## src/rtl/pwmt_pkg.sv

```systemverilog
package pwmt_pkg;
  localparam int ADDR_W = 3;

  typedef enum logic [ADDR_W-1:0] {
    ADDR_CTRL    = 3'd0,
    ADDR_DUTY    = 3'd1,
    ADDR_PERIOD  = 3'd2,
    ADDR_SHADOW  = 3'd3,
    ADDR_FLAGCLR = 3'd4
  } reg_addr_e;

  localparam int CTRL_RUN_BIT = 0;
  localparam int CTRL_BUF_BIT = 1;
  localparam int NUM_FLAGS    = 2;
endpackage

```

## src/rtl/pwmt_regs.sv

```systemverilog
module pwmt_regs
  import pwmt_pkg::*;
#(
  parameter int CNT_W = 16
) (
  input  logic                 clk,
  input  logic                 rst_n,
  input  logic                 wr_en,
  input  logic [ADDR_W-1:0]    wr_addr,
  input  logic [CNT_W-1:0]     wr_data,
  input  logic                 hit_a,
  output logic                 run,
  output logic                 buf_en,
  output logic [CNT_W-1:0]     duty,
  output logic [CNT_W-1:0]     period,
  output logic [CNT_W-1:0]     shadow,
  output logic [NUM_FLAGS-1:0] flag_clr
);
  logic sel_ctrl, sel_duty, sel_period, sel_shadow, sel_clr;

  always_comb begin
    sel_ctrl   = wr_en && (wr_addr == ADDR_CTRL);
    sel_duty   = wr_en && (wr_addr == ADDR_DUTY);
    sel_period = wr_en && (wr_addr == ADDR_PERIOD);
    sel_shadow = wr_en && (wr_addr == ADDR_SHADOW);
    sel_clr    = wr_en && (wr_addr == ADDR_FLAGCLR);
    flag_clr   = sel_clr ? wr_data[NUM_FLAGS-1:0] : '0;
  end

  always_ff @(posedge clk) begin
    if (!rst_n) begin
      run    <= 1'b0;
      buf_en <= 1'b0;
      period <= '0;
      shadow <= '0;
    end else begin
      if (sel_ctrl) begin
        run    <= wr_data[CTRL_RUN_BIT];
        buf_en <= wr_data[CTRL_BUF_BIT];
      end
      if (sel_period) period <= wr_data;
      if (sel_shadow) shadow <= wr_data;
    end
  end

  // Buffered transfer outranks a direct write landing in the same cycle.
  always_ff @(posedge clk) begin
    if (!rst_n)                duty <= '0;
    else if (hit_a && buf_en)  duty <= shadow;
    else if (sel_duty)         duty <= wr_data;
  end
endmodule

```

## src/rtl/pwmt_counter.sv

```systemverilog
module pwmt_counter #(
  parameter int CNT_W = 16
) (
  input  logic             clk,
  input  logic             rst_n,
  input  logic             step,
  input  logic [CNT_W-1:0] duty,
  input  logic [CNT_W-1:0] period,
  output logic [CNT_W-1:0] cnt,
  output logic             hit_a,
  output logic             hit_b
);
  always_comb begin
    hit_a = step && (cnt == duty);
    hit_b = step && (cnt == period);
  end

  always_ff @(posedge clk) begin
    if (!rst_n)     cnt <= '0;
    else if (hit_b) cnt <= '0;
    else if (step)  cnt <= cnt + 1'b1;
  end
endmodule

```

## src/rtl/pwmt_outstage.sv

```systemverilog
module pwmt_outstage
  import pwmt_pkg::*;
(
  input  logic                 clk,
  input  logic                 rst_n,
  input  logic                 hit_a,
  input  logic                 hit_b,
  input  logic [NUM_FLAGS-1:0] flag_clr,
  output logic                 pin,
  output logic [NUM_FLAGS-1:0] flags
);
  logic [NUM_FLAGS-1:0] hits;
  assign hits = {hit_b, hit_a};

  always_ff @(posedge clk) begin
    if (!rst_n)     pin <= 1'b0;
    else if (hit_b) pin <= 1'b0;
    else if (hit_a) pin <= 1'b1;
  end

  for (genvar g = 0; g < NUM_FLAGS; g++) begin : g_flag
    always_ff @(posedge clk) begin
      if (!rst_n)           flags[g] <= 1'b0;
      else if (hits[g])     flags[g] <= 1'b1;
      else if (flag_clr[g]) flags[g] <= 1'b0;
    end
  end
endmodule

```

## src/rtl/pwmt_channel.sv

```systemverilog
module pwmt_channel
  import pwmt_pkg::*;
#(
  parameter int CNT_W = 16
) (
  input  logic                   clk,
  input  logic                   rst_n,
  input  logic                   tick,
  input  logic                   wr_valid,
  output logic                   wr_ready,
  input  logic [ADDR_W-1:0]      wr_addr,
  input  logic [CNT_W-1:0]       wr_data,
  output logic                   pwm_o,
  output logic                   flag_a_o,
  output logic                   flag_b_o
);
  logic                 run, buf_en, step, hit_a, hit_b;
  logic [CNT_W-1:0]     duty, period, shadow, cnt;
  logic [NUM_FLAGS-1:0] flag_clr, flags;

  assign wr_ready = 1'b1;
  assign step     = tick && run;
  assign flag_a_o = flags[0];
  assign flag_b_o = flags[1];

  pwmt_regs #(.CNT_W(CNT_W)) u_regs (
    .clk(clk), .rst_n(rst_n), .wr_en(wr_valid && wr_ready),
    .wr_addr(wr_addr), .wr_data(wr_data), .hit_a(hit_a),
    .run(run), .buf_en(buf_en), .duty(duty), .period(period),
    .shadow(shadow), .flag_clr(flag_clr)
  );

  pwmt_counter #(.CNT_W(CNT_W)) u_cnt (
    .clk(clk), .rst_n(rst_n), .step(step), .duty(duty),
    .period(period), .cnt(cnt), .hit_a(hit_a), .hit_b(hit_b)
  );

  pwmt_outstage u_out (
    .clk(clk), .rst_n(rst_n), .hit_a(hit_a), .hit_b(hit_b),
    .flag_clr(flag_clr), .pin(pwm_o), .flags(flags)
  );
endmodule

```

## config.mk

```make
export PLATFORM = sky130hd
export DESIGN_NAME = pwmt_channel
export DESIGN_NICKNAME = d
export VERILOG_FILES = /design/src/rtl/pwmt_pkg.sv /design/src/rtl/pwmt_regs.sv /design/src/rtl/pwmt_counter.sv /design/src/rtl/pwmt_outstage.sv /design/src/rtl/pwmt_channel.sv
export SDC_FILE = /design/constraint.sdc
export NUM_CORES = 1
export LEC_CHECK = 0
export BUFFER_PORTS_ARGS = -buffer_cell sky130_fd_sc_hd__clkbuf_2
export CAP_MARGIN = 20
export CORE_MARGIN = 1
export CORE_UTILIZATION = 53
export CTS_CLUSTER_DIAMETER = 120
export DETAILED_ROUTE_END_ITERATION = 8
export PLACE_DENSITY = 0.82
export SYNTH_ARGS = -nofsm -noshare
export SYNTH_HDL_FRONTEND = slang
export SYNTH_HIERARCHICAL = 1
export SYNTH_SLANG_ARGS = --single-unit
```

## constraint.sdc

```tcl
create_clock -name clk -period 2.1 [get_ports clk]
set_clock_uncertainty 0.1 [all_clocks]
set_input_delay 0.42 -clock clk [delete_from_list [all_inputs] [get_ports clk]]
set_output_delay 0.42 -clock clk [all_outputs]
set_load 0.05 [all_outputs]
```

==> impl_metrics.ini <==
[die]
die_w_um = 79.5
die-area_um2 = 6310
row_count = 27
io_pins = 27
start_util_pct = 56.4
core-area_um2 = 5640
die_h_um = 79.5

[clock_tree]
cts_tree = yes
cts.hold.buffers_added = 0
htreeDepth = 3
clk_latency_ns = 0.36
numCtsBuffers = 9
clkTransAtPathRegs_ns = 0.08
root_buffer = clkbuf_8
cts_buffer_depth = 2
clock_sinks = 69

[logic_synthesis]
synth.avg_cell_area_um2 = 8.59
synth.area.top_cells = dfxtp_1, xnor2_1, nand2_1
synth_fa_ha_area_share_pct = 0.394
synth_compound_gate_area_share_pct = 13.3
synth_xor_area_share_pct = 12.9
yosys.area_share.simple_pct = 23.2
yosysSeqAreaShare_pct = 43.4
synth_warnings = 6
synth_nets = 394
syn_area_um2 = 3180
ys_types = 36
synth_edf_count = 0
async_flop_share_pct = 0
synth_flop_cell = dfxtp_1
synth_mux_area_share_pct = 0.945
synth_top_family_by_area = simple AND/OR/NAND/NOR gates
ys_seq_elements = 69
yosysTopAreaCell = dfxtp_1
syn_inst = 370
synth_top_area_share_pct = 43.4

[route]
drtIter0Drc = 139
final_antenna_net_count = 0
vias = 2682
wire_per_inst_um = 15.7
vias_per_cell = 5.66
dr.pass1.iters = 5
drt_wl_total_um = 7430
remaining_drc_errors = 0

[timing]
fin_tns_setup_ns = 0
worst_slew_pin_slew_ns = 0.673
rsz0062_at_grt = yes
drv_slew = 0
fin_crit_ns = 2.02
hold_viol = 0
period_share_pct = 96.1
finalSetupViolations = 0
slew_headroom_pct = 54.5
fmax_ghz = 0.496

[worst_setup_path]
crit_path_end = u_regs/duty[7]
worstSetupStartpointType = register
critPathCaptureType = register
startpoint = u_cnt/cnt[15]
timing.rr.start = u_cnt/cnt[15]
worstPathMaxFanout = 5
cpPeakStageDelay_ns = 0.35
reg2reg_depth = 8
arrival_ns = 2.15
critical_path_class = register to register
crit_required_ns = 2.24
cpMaxStageDelayCell = dfxtp_2
r2r_end = u_regs/duty[7]
ff2ff_setup_slack_ns = 0.08
path_cells = xor2_1, nor4_1, nand4_1, nor4_2, and2_4, or2_4, buf_2, a31oi_1

[job]
maxCapViolations = 0

[global_routing]
grt_pass1_wl_um = 12200
antenna_found_initial = 0
groute.usage.overall_pct = 25.7
grt-ovfl-total = 0
grt_pass1_vias = 2519
grt_start_max_net_pins = 64

[finish]
antenna_cells = 0
layout-drive-gt1-share_pct = 19.4
nets = 421
post-route-util_pct = 64.8
mostFrequentLayoutCell = dfxtp_1
syn2layout_area_growth_pct = 15.0
final_cell_mix = dfxtp_1, nand2_1, nand3_1
final_cells = 474

[power_and_ir_drop]
power_mw = 2.64
leakage_nw = 1.46
peakVddDrop_v = 0.000743
power.density_nw_per_um2 = 723

[placement]
port_buffers = 25
dpl.hpwl_um = 5200
post-place-cells = 456
gp_congestion = 0.860

[min_path]
min_path_type = primary input to register

[status]
status = finished clean
Yosys cell counts, drive strengths merged (2+ instances only):
library cell,n
dfxtp,69
a31oi,16
o21ai,32
xor2,20
xnor2,27
clkbuf,17
nor2b,4
nor3,2
o21a,2
nand2,59
nand4,7
or2,2
nand3,37
buf,15
mux2i,3
nor2,21
nor4,6
o31ai,16
and2,2
nor4b,3
final cells by class:
| class | count | area, µm² |
|---|---|---|
| Timing Repair Buffer | 48 | 332 |
| Multi-Input combinational cell | 268 | 1640 |
| Fill cell | 450 | 1990 |
| Clock buffer | 9 | 124 |
| Clock inverter | 7 | 81.3 |
| Inverter | 1 | 3.75 |
| Sequential cell | 69 | 1380 |
| Tap cell | 72 | 90.1 |
state kept, by name (all words and copies together), names as in the netlist:
name / cells
u_cnt/cnt: 16
u_regs/duty: 16
u_regs/period: 16
u_regs/shadow: 16
u_out/flags: 2
u_out/pin: 1
u_regs/buf_en: 1
u_regs/run: 1
critical path, delay by kind of cell (launching register included):
kind | cells | cell delay (ns)
DFF | 1 | 0.35
and+or+nand+nor | 5 | 1.04
xor gates and xnor gates | 1 | 0.16
buffers and inverters | 1 | 0.16
AOI/OAI and AO/OA | 1 | 0.09
worst min-delay path by stage:
stage	start	endpoint	cells after the start
3_3_place_gp	u_regs/shadow[11]	u_regs/shadow[11]	2
2_1_floorplan	u_regs/shadow[0]	u_regs/shadow[0]	2
6_report	wr_data[10]	u_regs/duty[10]	3
5_1_grt	wr_data[14]	u_regs/duty[14]	3
3_5_place_dp	u_regs/shadow[14]	u_regs/shadow[14]	2
4_1_cts	wr_data[6]	u_regs/duty[6]	3
per-layer routing:
| layer | part of all wire [%] | GRT usage (%) |
|---|---|---|
| met5 | 0 | 0 |
| met4 | 1.8 | 10.0 |
| met3 | 5.3 | 7.09 |
| met2 | 47 | 39.9 |
| met1 | 46 | 33.6 |
metrics by stage:
stage	hold slack, ns	setup slack [ns]	area (µm²)
6_report	0.216	0.0828	3650
3_5_place_dp	0.361	0.0519	3410
3_3_place_gp	0.356	0.154	3410
5_1_grt	0.220	-0.0171	3650
2_1_floorplan	0.344	0.0134	3190
4_1_cts	0.206	0.0154	3610
repair_timing:
| item | in CTS | in global routing |
|---|---|---|
| setup buffers | 0 | 1 |
| resized for setup | 0 | 9 |
| setup endpoints to repair | 0 | 17 |
where the power goes:
part	internal, mW	total, mW	switching, mW
combinational	0.0713	0.180	0.109
sequential	1.33	1.35	0.0199
clock	0.564	1.11	0.547
kinds of logic after synthesis:
| logic type | count (synthesis) |
|---|---|
| XOR/XNOR | 47 |
| multiplexers | 3 |
| flip-flops | 69 |
| AO/OA/AOI/OAI | 67 |
| adder cells (fa/ha/maj) | 1 |
| buffers and inverters | 33 |
| AND/OR/NAND/NOR | 149 |
| other | 1 |
No activity file was read; power rests on OpenSTA's default activity.
